**src/rtl/fsc_pkg.sv**
```systemverilog
package fsc_pkg;

  localparam int MODE_W = 3;

  typedef enum logic [MODE_W-1:0] {
    PM_NORMAL1 = 3'd0,
    PM_NORMAL2 = 3'd1,
    PM_SLOW1   = 3'd2,
    PM_SLOW2   = 3'd3,
    PM_IDLE0   = 3'd4,
    PM_IDLE1   = 3'd5,
    PM_IDLE2   = 3'd6,
    PM_SLEEP   = 3'd7
  } pwr_mode_e;

  // lowest code at which the flash is cut regardless of the standby bit
  localparam logic [MODE_W-1:0] PM_FORCE_MIN = PM_IDLE0;

endpackage

```
**src/rtl/fsc_rst_sync.sv**
```systemverilog
module fsc_rst_sync #(
  parameter int STAGES = 2
) (
  input  logic clk,
  input  logic rst_n,
  output logic rst_n_sync
);

  logic [STAGES-1:0] sync_q;
  logic [STAGES-1:0] sync_d;

  always_comb begin
    sync_d = {sync_q[STAGES-2:0], 1'b1};
  end

  always_ff @(posedge clk or negedge rst_n) begin
    if (!rst_n) sync_q <= '0;
    else        sync_q <= sync_d;
  end

  assign rst_n_sync = sync_q[STAGES-1];

endmodule

```
**src/rtl/fsc_regif.sv**
```systemverilog
module fsc_regif #(
  parameter int          ADDR_W  = 4,
  parameter int          DATA_W  = 8,
  parameter logic [ADDR_W-1:0] REG_ADDR = '0,
  parameter int          BIT_POS = 0
) (
  input  logic              clk,
  input  logic              rst_n,
  input  logic              wr,
  input  logic [ADDR_W-1:0] addr,
  input  logic [DATA_W-1:0] wdata,
  input  logic              from_ram,
  input  logic              clr,
  output logic [DATA_W-1:0] rdata,
  output logic              stby
);

  logic sel;
  logic wr_ok;
  logic stby_d;
  logic stby_en;

  always_comb begin
    sel     = (addr == REG_ADDR);
    wr_ok   = wr & sel & from_ram;
    stby_en = clr | wr_ok;
    stby_d  = clr ? 1'b0 : wdata[BIT_POS];
  end

  always_ff @(posedge clk or negedge rst_n) begin
    if (!rst_n)       stby <= 1'b0;
    else if (stby_en) stby <= stby_d;
  end

  for (genvar g = 0; g < DATA_W; g++) begin : g_rd
    if (g == BIT_POS) begin : g_live
      assign rdata[g] = sel & stby;
    end else begin : g_zero
      assign rdata[g] = 1'b0;
    end
  end


  flash_write_ignored_chk: assert property (@(posedge clk) disable iff (!rst_n)
    (wr & sel & !from_ram & !clr) |=> $stable(stby));


  clear_wins_chk: assert property (@(posedge clk) disable iff (!rst_n)
    (clr & wr & sel & from_ram) |=> !stby);


  ram_write_loads_chk: assert property (@(posedge clk) disable iff (!rst_n)
    (wr & sel & from_ram & !clr) |=> (stby == $past(wdata[BIT_POS])));

endmodule

```
**src/rtl/fsc_guard.sv**
```systemverilog
module fsc_guard (
  input  logic clk,
  input  logic rst_n,
  input  logic stby,
  input  logic acc_valid,
  input  logic acc_flash,
  input  logic irq_ack,
  input  logic vec_ram,
  input  logic vec_flash,
  output logic rst_req,
  output logic clr_req
);

  logic acc_hit;
  logic vec_hit;
  logic req_d;

  always_comb begin
    acc_hit = acc_valid & acc_flash & stby;
    vec_hit = irq_ack & vec_ram & vec_flash & stby;
    req_d   = (acc_hit | vec_hit) & ~rst_req;
    clr_req = rst_req | (irq_ack & ~vec_ram);
  end

  always_ff @(posedge clk or negedge rst_n) begin
    if (!rst_n) rst_req <= 1'b0;
    else        rst_req <= req_d;
  end


  flash_touch_resets_chk: assert property (@(posedge clk) disable iff (!rst_n)
    (acc_valid & acc_flash & stby & !rst_req) |=> rst_req);


  single_pulse_chk: assert property (@(posedge clk) disable iff (!rst_n)
    rst_req |=> !rst_req);


  vector_in_flash_chk: assert property (@(posedge clk) disable iff (!rst_n)
    (irq_ack & vec_ram & vec_flash & stby & !rst_req) |=> rst_req);

endmodule

```
**src/rtl/fsc_pwr.sv**
```systemverilog
module fsc_pwr #(
  parameter int                MODE_W    = 3,
  parameter logic [MODE_W-1:0] FORCE_MIN = 3'd4
) (
  input  logic [MODE_W-1:0] mode,
  input  logic              stby,
  output logic              pwr_dn
);

  logic forced;

  always_comb begin
    forced = (mode >= FORCE_MIN);
    pwr_dn = forced | stby;
  end

endmodule

```
**src/rtl/flash_stby_ctrl.sv**
```systemverilog
module flash_stby_ctrl
  import fsc_pkg::*;
#(
  parameter int ADDR_W   = 4,
  parameter int DATA_W   = 8,
  parameter int REG_ADDR = 0,
  parameter int BIT_POS  = 0
) (
  input  logic              clk,
  input  logic              rst_n,
  input  logic              rb_wr,
  input  logic [ADDR_W-1:0] rb_addr,
  input  logic [DATA_W-1:0] rb_wdata,
  output logic [DATA_W-1:0] rb_rdata,
  input  logic              fetch_in_ram,
  input  logic              acc_valid,
  input  logic              acc_is_flash,
  input  logic              int_ack,
  input  logic              vec_sel_ram,
  input  logic              vec_addr_flash,
  input  logic [2:0]        pwr_mode,
  output logic              flash_pwr_dn,
  output logic              stby_rst_req
);

  localparam logic [ADDR_W-1:0] REG_ADDR_L = ADDR_W'(REG_ADDR);

  logic rst_n_s;
  logic stby;
  logic clr_req;

  fsc_rst_sync #(.STAGES(2)) u_rst (
    .clk        (clk),
    .rst_n      (rst_n),
    .rst_n_sync (rst_n_s)
  );

  fsc_regif #(
    .ADDR_W   (ADDR_W),
    .DATA_W   (DATA_W),
    .REG_ADDR (REG_ADDR_L),
    .BIT_POS  (BIT_POS)
  ) u_regif (
    .clk      (clk),
    .rst_n    (rst_n_s),
    .wr       (rb_wr),
    .addr     (rb_addr),
    .wdata    (rb_wdata),
    .from_ram (fetch_in_ram),
    .clr      (clr_req),
    .rdata    (rb_rdata),
    .stby     (stby)
  );

  fsc_guard u_guard (
    .clk       (clk),
    .rst_n     (rst_n_s),
    .stby      (stby),
    .acc_valid (acc_valid),
    .acc_flash (acc_is_flash),
    .irq_ack   (int_ack),
    .vec_ram   (vec_sel_ram),
    .vec_flash (vec_addr_flash),
    .rst_req   (stby_rst_req),
    .clr_req   (clr_req)
  );

  fsc_pwr #(
    .MODE_W    (MODE_W),
    .FORCE_MIN (PM_FORCE_MIN)
  ) u_pwr (
    .mode   (pwr_mode),
    .stby   (stby),
    .pwr_dn (flash_pwr_dn)
  );


  pulse_drops_bit_chk: assert property (@(posedge clk) disable iff (!rst_n_s)
    stby_rst_req |=> !stby);


  flash_vector_clears_chk: assert property (@(posedge clk) disable iff (!rst_n_s)
    (int_ack & !vec_sel_ram) |=> !stby);


  ram_vector_keeps_chk: assert property (@(posedge clk) disable iff (!rst_n_s)
    (int_ack & vec_sel_ram & !stby_rst_req & !(rb_wr & fetch_in_ram & (rb_addr == REG_ADDR_L)))
      |=> (stby == $past(stby)));


  sleep_forces_off_chk: assert property (@(posedge clk) disable iff (!rst_n_s)
    pwr_mode[2] |-> flash_pwr_dn);


  reset_quiet_chk: assert property (@(posedge clk)
    !rst_n_s |-> (!stby_rst_req && !stby));

endmodule

```
**config.mk**
```make
export PLATFORM = sky130hd
export DESIGN_NAME = flash_stby_ctrl
export DESIGN_NICKNAME = d
export VERILOG_FILES = /design/src/rtl/fsc_pkg.sv /design/src/rtl/fsc_rst_sync.sv /design/src/rtl/fsc_regif.sv /design/src/rtl/fsc_guard.sv /design/src/rtl/fsc_pwr.sv /design/src/rtl/flash_stby_ctrl.sv
export SDC_FILE = /design/constraint.sdc
export NUM_CORES = 1
export LEC_CHECK = 0
export ABC_AREA = 1
export BUFFER_PORTS_ARGS = -buffer_cell sky130_fd_sc_hd__buf_4
export CORE_AREA = 8 8 45 47
export DETAILED_ROUTE_END_ITERATION = 10
export DIE_AREA = 0 0 53 55
export GPL_TIMING_DRIVEN = 0
export PLACE_DENSITY = 0.51
export SLEW_MARGIN = 20
export SYNTH_ARGS = -nofsm -noshare
export SYNTH_HDL_FRONTEND = slang
export SYNTH_SLANG_ARGS = --single-unit
```
**constraint.sdc**
```tcl
create_clock -name clk -period 1.4 [get_ports clk]
set_input_delay 0.28 -clock clk [delete_from_list [all_inputs] [get_ports clk]]
set_output_delay 0.28 -clock clk [all_outputs]
set_load 0.05 [all_outputs]
```
# [Word-level counts from Yosys, hierarchy flattened]
# Cells that the tools add are included.
# W data, S select, Z words.
[word_totals] ramBits=0 mem_count=0 rom_bits=0 latchBits=0 reg_bits=4
[classes] eq_ne=0 div_mod_pow=0 n_shift=0 bitwise_logic=16 n_reduce_logical=1 mux=1 multipliers=0 add_sub_neg=0 magnitude_cmp=1
[op_table] op="$and A1 B1 Y1" n=10
[op_table] op="$logic_not A4 Y1" n=1
[op_table] op="$or A1 B1 Y1" n=4
[op_table] op="$ge A3 B3 Y1 const B" n=1
[op_table] op="$not A1 Y1" n=2
[op_table] op="$mux W1" n=1

# [Depth between registers and ports, before layout]
# Gate-level depths: netlist of the first run.
[depth] depth_word=5 depth_mapped=7 ltp_nobuf=7

# [Modules after synthesis]
# Synthesis of the first run repeated with hierarchy kept, for this count alone.
[unflattened] cells_unflattened=36 hier_area_um2=270.3
[by_module_without_submodules] module="fsc_regif" cells_each=22 n_inst=1 area_each_um2=146.4
[by_module_without_submodules] module="fsc_guard" cells_each=8 n_inst=1 area_each_um2=58.8
[by_module_without_submodules] module="fsc_rst_sync" cells_each=3 n_inst=1 area_each_um2=53.8
[by_module_without_submodules] module="fsc_pwr" cells_each=3 n_inst=1 area_each_um2=11.3

# [Least setup slack after synthesis of the first run]
# Ideal clock, no wire load.
[synth_path] path_kind="input to output" startpoint="input rb_addr[1]" endpoint="output rb_rdata[0]" t_arrival_ns=0.831 path_slack_ns=0.289 cell_stages=2 cell_sequence="nor2_2 > and3_1"
[synth_between] elab_chain_cells=2
[synth_lines] item="start: declaration" line="flash_stby_ctrl.sv:12" rtl="input logic [ADDR_W-1:0] rb_addr,"
[synth_lines] item="$logic_not A4 Y1" line="fsc_regif.sv:24" rtl="sel = (addr == REG_ADDR);"
[synth_lines] item="$and A1 B1 Y1" line="fsc_regif.sv:37" rtl="assign rdata[g] = sel & stby;"
[synth_lines] item="end: declaration" line="flash_stby_ctrl.sv:14" rtl="output logic [DATA_W-1:0] rb_rdata,"
# Every way passes these cells.

# [Worst setup path after layout of the first run]
[layout_path] startpoint="register u_regif.stby" endpoint="output flash_pwr_dn"
[layout_between] elab_chain_cells=1
[layout_lines] item="start: declaration" line="fsc_regif.sv:15" rtl="output logic stby"
[layout_lines] item="start signal: assignment" line="fsc_regif.sv:32" rtl="else if (stby_en) stby <= stby_d;"
[layout_lines] item="$or A1 B1 Y1" line="fsc_pwr.sv:14" rtl="pwr_dn = forced | stby;"
[layout_lines] item="end: declaration" line="flash_stby_ctrl.sv:22" rtl="output logic flash_pwr_dn,"
# Every way passes these cells.

==> results of run 1 <==
[registers in the layout, indices dropped and copies added, names as in the netlist]
register and count:
u_guard.rst_req 1, u_regif.stby 1, u_rst.sync_q 2
[logic make-up (layout without fill, tap and decap cells)]
group / count (synthesis) / in the layout / synth area share
other: 2 / 8 / 0.0287
flip-flops: 4 / 4 / 0.383
buffers and inverters: 12 / 33 / 0.273
AO/OA/AOI/OAI: 1 / 1 / 0.0191
AND/OR/NAND/NOR: 15 / 15 / 0.297
[per-layer routing]
| layer | wire length [µm] | GRT usage |
|---|---|---|
| met1 | 206 | 0.0383 |
| met2 | 281 | 0.0664 |
| met3 | 171 | 0.0348 |
| met4 | 0 | 0.0517 |
| met5 | 0 | 0 |
[per-stage QoR]
step / cell area [µm²] / power, µW
after floorplan: 284 / 251
after global placement: 432 / 302
after detailed placement: 432 / 304
after CTS: 464 / 454
after global routing: 468 / 479
final: 468 / 446
[cell type report]
type / instances / area share
Multi-Input combinational cell: 24 / 0.241
Tap cell: 16 / 0.0428
Timing Repair Buffer: 18 / 0.302
Inverter: 5 / 0.0401
Sequential cell: 4 / 0.214
Buffer: 7 / 0.112
Clock buffer: 3 / 0.0481
[layout by cell type (no fill, tap or decap)]
cell type      count
buf_4             23
conb_1             8
nand2_1            4
dfrtp_1            4
nand3_1            3
inv_1              3
clkbuf_4           3
nor2_2             2
nand2_2            2
inv_2              2
nand4_1            1
a21oi_1            1
or2_1              1
and3_1             1
nor2_1             1
dlygate4sd3_1      1
buf_6              1
[synth_stat cells, drive strengths merged]
master / count
or2: 1
nor2: 3
inv: 5
nand3: 3
dfrtp: 4
and3: 1
nand2: 6
a21oi: 1
conb: 2
buf: 7
nand4: 1
[power by group through the flow]
stage               combinational (µW)  clock [µW]  sequential [µW]
finish                             167         140              139
global route                       179         157              143
CTS                                164         149              141
detailed placement                 161           0              142
global placement                   160           0              142
floorplan                          102           0              149
[worst reg2reg max path, delay by kind of cell, from the launching register on]
kind / cells / cell delay [ps]
flops: 1 / 380
simple gates: 4 / 200
buf+inv: 2 / 120
[timing repair]
action,4_1_cts,5_1_grt
resized for setup,0,1
endpoints found under the hold margin,2,0
hold buffers,1,0
setup endpoints to repair,0,1
[worst paths after layout]
kind                                 start              end  slack, ps
setup / recovery              u_regif.stby     flash_pwr_dn         80
hold / removal             u_rst.sync_q[1]     u_regif.stby         20
setup reg to reg           u_guard.rst_req     u_regif.stby        590
hold reg to reg            u_rst.sync_q[1]     u_regif.stby         20
max in group asynchronous            rst_n  u_rst.sync_q[0]        950
min in group clk                 acc_valid  u_guard.rst_req        330
==> flow_summary_export.csv, run 1 <==
group,metric,value,unit
status,status,"finished clean",
global_routing,grt.total_usage,0.0460,
placed_design,dpl.cell_count,73,
sta,fin_crit,1320,ps
routing,drt-pass1-iter-count,2,
cells_and_area,final_nets,87,
power,peakVddDrop,0.408,mV
synth,yosysSeqAreaShare,0.383,
sta,max_freq,756,MHz
sta,rsz0062_at_grt,"no",
cells_and_area,multiInputGateArea,113,µm²
global_routing,grt_first_pass_wirelength,952,µm
routing,ant_nets,0,
clocking,numCtsBuffers,3,
synth,ys_seq_elements,4,
critical_path,cp_top_family,"flip-flops",
critical_path,cp.arrival,1040,ps
critical_path,worstSetupPathType,"reg -> out",
power,netSwitchingFraction,0.348,
power,clockPowerShare,0.314,
critical_path,cp-start-kind,"register",
critical_path,required,1120,ps
floorplanning,die_h,55,µm
sta,tns,0,ps
clocking,insertion_delay,230,ps
routing,wl_per_cell,8.56,µm
critical_path,cp.depth,2,
routing,viasPerCell,3.38,
global_routing,antenna_found_initial,0,
global_routing,grt_pass1_vias,234,
clocking,cts_tree,"yes",
synth,synth_top_area_share,0.383,
cells_and_area,fin_util,0.338,
routing,drc,0,
clocking,clkTransAtPathRegs,40,ps
floorplanning,rows,14,
sta,drv_slew,0,
clocking,clock_sinks,4,
sta,fin_crit_sh,0.945,
floorplanning,start_util,0.189,
power,leakage,0.000278,µW
synth,synthTopCellsByArea,"dfrtp_1 38%, buf_4 20%, nand3_1 5.7%, nand2_1 5.7%, nand2_2 4.8%",
floorplanning,io_pins,34,
synth,syn_area_per_cell,7.69,µm²
routing,wirelength,659,µm
clocking,cts_setup_buffers,0,
critical_path,reg2regPathDepth,6,
synth,synth.distinct_cells,14,
cells_and_area,fin_cells,77,
placed_design,place_hpwl,597,µm
power,p_seq_frac,0.313,
critical_path,path_cells,"or2_1 > buf_6",
routing,dr.first_iter.drc_count,1,
power,p_sw,155,µW
power,p_int,291,µW
synth,synth.largest_area_cell,"dfrtp_1",
cells_and_area,n_fill_cell,156,
global_routing,overflow,0,
sta,finalSetupViolations,0,
placed_design,gp_congestion,0.712,
power,powerDensity,954,nW/µm²
placed_design,dp_worst_setup_slack,271,ps
critical_path,crit_path_max_fanout,5,
routing,vias,260,
cells_and_area,syn_to_final_growth,78.9,%
sta,clock_skew,1.09,ps
critical_path,cp_num_buf_inv,1,
cells_and_area,regArea,100,µm²
cells_and_area,drive_gt1_frac,0.541,
clocking,clock_path_buffers,2,
hold_path,hold_path.class,"reg -> async",
global_routing,grt_max_degree,6,
floorplanning,die-area,2920,µm²
sta,hold_viol,0,
sta,finalWorstSetupSlack,77.2,ps
floorplanning,core_region_area,1380,µm²
power,share_comb_of_total_power,0.373,
cells_and_area,antenna_cells,0,
flow_run,drv_cap,0,
clocking,htreeDepth,1,
synth,synth_area,262,µm²
critical_path,slowest_stage,"dfrtp_1",
critical_path,worstSetupEndpointType,"output port",
synth,synthCells,34,
clocking,cts-root-buf,"clkbuf_4",
sta,whs,22.3,ps
floorplanning,dieWidth,53,µm
synth,yosysWarnings,0,
placed_design,portBuffers,17,
critical_path,cpPeakStageDelay,410,ps
Note: power is estimated with default switching activity, not from simulation.
==> run 2: changes to the inputs <==
--- a/config.mk
+++ b/config.mk
@@ -5,13 +5,12 @@
 export SDC_FILE = /design/constraint.sdc
 export NUM_CORES = 1
 export LEC_CHECK = 0
-export ABC_AREA = 1
 export BUFFER_PORTS_ARGS = -buffer_cell sky130_fd_sc_hd__buf_4
 export CORE_AREA = 8 8 45 47
 export DETAILED_ROUTE_END_ITERATION = 10
 export DIE_AREA = 0 0 53 55
 export GPL_TIMING_DRIVEN = 0
-export PLACE_DENSITY = 0.51
+export PLACE_DENSITY = 0.5
 export SLEW_MARGIN = 20
 export SYNTH_ARGS = -nofsm -noshare
 export SYNTH_HDL_FRONTEND = slang
==> flow_summary_export.csv, run 2 <==
group,metric,value,unit
floorplanning,die-area,2920,µm²
sta,finalSetupViolations,0,
cells_and_area,n_fill_cell,149,
sta,tns,0,ps
cells_and_area,syn_to_final_growth,92.7,%
power,powerDensity,823,nW/µm²
global_routing,grt_pass1_vias,208,
global_routing,overflow,0,
global_routing,grt_max_degree,5,
floorplanning,core_region_area,1380,µm²
sta,fin_crit,1350,ps
routing,wirelength,670,µm
floorplanning,dieWidth,53,µm
flow_run,drv_cap,0,
synth,synthTopCellsByArea,"dfrtp_1 42%, buf_4 22%, o211ai_1 6.3%, nor4_2 5.2%, a32o_1 4.2%",
cells_and_area,largest_reg_flops,2,
cells_and_area,antenna_cells,0,
synth,yosys-top-cells-count,"7 x buf_4, 4 x dfrtp_1, 2 x conb_1, 2 x inv_1, 2 x o211ai_1",
global_routing,grt_first_pass_wirelength,883,µm
cells_and_area,drive_gt1_frac,0.596,
cells_and_area,fin_util,0.335,
cells_and_area,layout_commonest_cell,"buf_4",
global_routing,grt.total_usage,0.0455,
synth,synth_edf_count,0,
floorplanning,rows,14,
sta,fin_crit_sh,0.966,
critical_path,crit_path_max_fanout,3,
sta,clock_skew,4.91,ps
global_routing,antenna_found_initial,0,
synth,synth_area,240,µm²
critical_path,regToRegSetupSlack,610,ps
clocking,cts_tree,"yes",
critical_path,cp.arrival,1070,ps
routing,vias,234,
clocking,clock_path_buffers,2,
routing,wl_per_cell,9.85,µm
synth,synthCells,24,
synth,ys.flop_type,"dfrtp_1",
clocking,clkTransAtPathRegs,40,ps
clocking,insertion_delay,240,ps
clocking,htreeDepth,1,
critical_path,required,1120,ps
hold_path,hold_path.class,"reg -> async",
routing,viasPerCell,3.44,
power,leakage,0.000259,µW
synth,ys_seq_elements,4,
synth,yosysMostFrequentCell,"buf_4",
synth,ys_async_sr_fraction,1.00,
clocking,numCtsBuffers,3,
routing,ant_nets,0,
placed_design,portBuffers,17,
critical_path,worstSetupPathType,"reg -> out",
routing,dr.first_iter.drc_count,2,
routing,drc,0,
critical_path,worstSetupEndpointType,"output port",
critical_path,r2r_end,"u_regif.stby",
sta,drv_slew,0,
floorplanning,io_pins,34,
floorplanning,die_h,55,µm
placed_design,place_hpwl,588,µm
status,status,"finished clean",
clocking,cts-root-buf,"clkbuf_4",
clocking,clock_sinks,4,
synth,synth_top_area_share,0.417,
critical_path,reg2reg_from,"u_regif.stby",
cells_and_area,reg_top3,"u_rst.sync_q x2, u_guard.rst_req x1, u_regif.stby x1",
synth,synth.distinct_cells,12,
critical_path,cp-start-kind,"register",
placed_design,gp_congestion,0.613,
synth,yosysWarnings,0,
cells_and_area,final_nets,78,
critical_path,reg2regPathDepth,3,
cells_and_area,layout_common_cells,"24 x buf_4, 8 x conb_1, 4 x dfrtp_1, 3 x clkbuf_4",
sta,hold_viol,0,
cells_and_area,largest-register,"u_rst.sync_q",
synth,yosysSeqAreaShare,0.417,
sta,rsz0062_at_grt,"no",
synth,syn_area_per_cell,10.0,µm²
sta,max_freq,740,MHz
routing,drt-pass1-iter-count,2,
floorplanning,start_util,0.174,
power,peakVddDrop,0.461,mV
synth,synth.largest_area_cell,"dfrtp_1",
## run 2: area by class of cell
type / count / area [µm²] / area share
timing repair buffer: 19 / 149 / 0.322
multi-input combinational: 17 / 111 / 0.241
sequential: 4 / 100 / 0.216
buffer: 7 / 52.6 / 0.114
clock buffer: 3 / 22.5 / 0.0486
tap: 16 / 20.0 / 0.0432
inverter: 2 / 7.51 / 0.0162
## run 2: how the worst max path moves through the flow
stage / to / cells after the start / from
4_1_cts: flash_pwr_dn / 2 / u_regif.stby
3_3_place_gp: rb_rdata[0] / 4 / rb_addr[1]
2_1_floorplan: rb_rdata[0] / 2 / rb_addr[1]
5_1_grt: flash_pwr_dn / 2 / u_regif.stby
6_report: flash_pwr_dn / 2 / u_regif.stby
3_5_place_dp: rb_rdata[0] / 4 / rb_addr[1]
## run 2: kinds of logic (layout without fill, tap and decap cells)
kind of cell	Yosys count	count (layout)	share of synthesized area
AO/OA/AOI/OAI	3	3	0.104
flip-flops	4	4	0.417
buffers and inverters	9	31	0.250
multiplexers	1	1	0.0417
other	2	8	0.0313
AND/OR/NAND/NOR	5	5	0.156
## run 2: layer usage
layer / track usage / vias up / part of all wire
li1: - / 123 / -
met1: 0.0383 / 98 / 0.30
met2: 0.0645 / 13 / 0.51
met3: 0.0508 / 0 / 0.19
met4: 0.0259 / 0 / 0
met5: 0 / - / 0
## run 2: worst max-delay path, stage by stage (launching register included)
cell     delay, ps
dfrtp_1        380
or2_2          300
buf_6          160
## run 2: through the flow
step           area [µm²]  setup WS [ps]  hold slack, ps  instances  power, µW
6_report              463           48.2            17.6         68        381
4_1_cts               447           5.02            19.9         67        390
2_1_floorplan         263            239           -15.6         30        195
3_5_place_dp          410           37.1            24.7         63        232
5_1_grt               463           4.99            23.2         68        407
3_3_place_gp          410           57.8            16.2         63        231
## run 2: power by group
| group | switching [µW] | leakage [µW] | internal [µW] | total, µW |
|---|---|---|---|---|
| registers | 1.87 | 0.0000511 | 120 | 122 |
| logic | 66.0 | 0.000194 | 50.2 | 116 |
| clock network | 47.1 | 0.0000138 | 95.9 | 143 |
## run 2: what timing repair did
action / 4_1_cts / 5_1_grt
gates resized for setup: 1 / 1
endpoints found under the hold margin: 2 / 0
setup endpoints to repair: 1 / 2
setup buffers: 0 / 1
hold buffers: 1 / 0
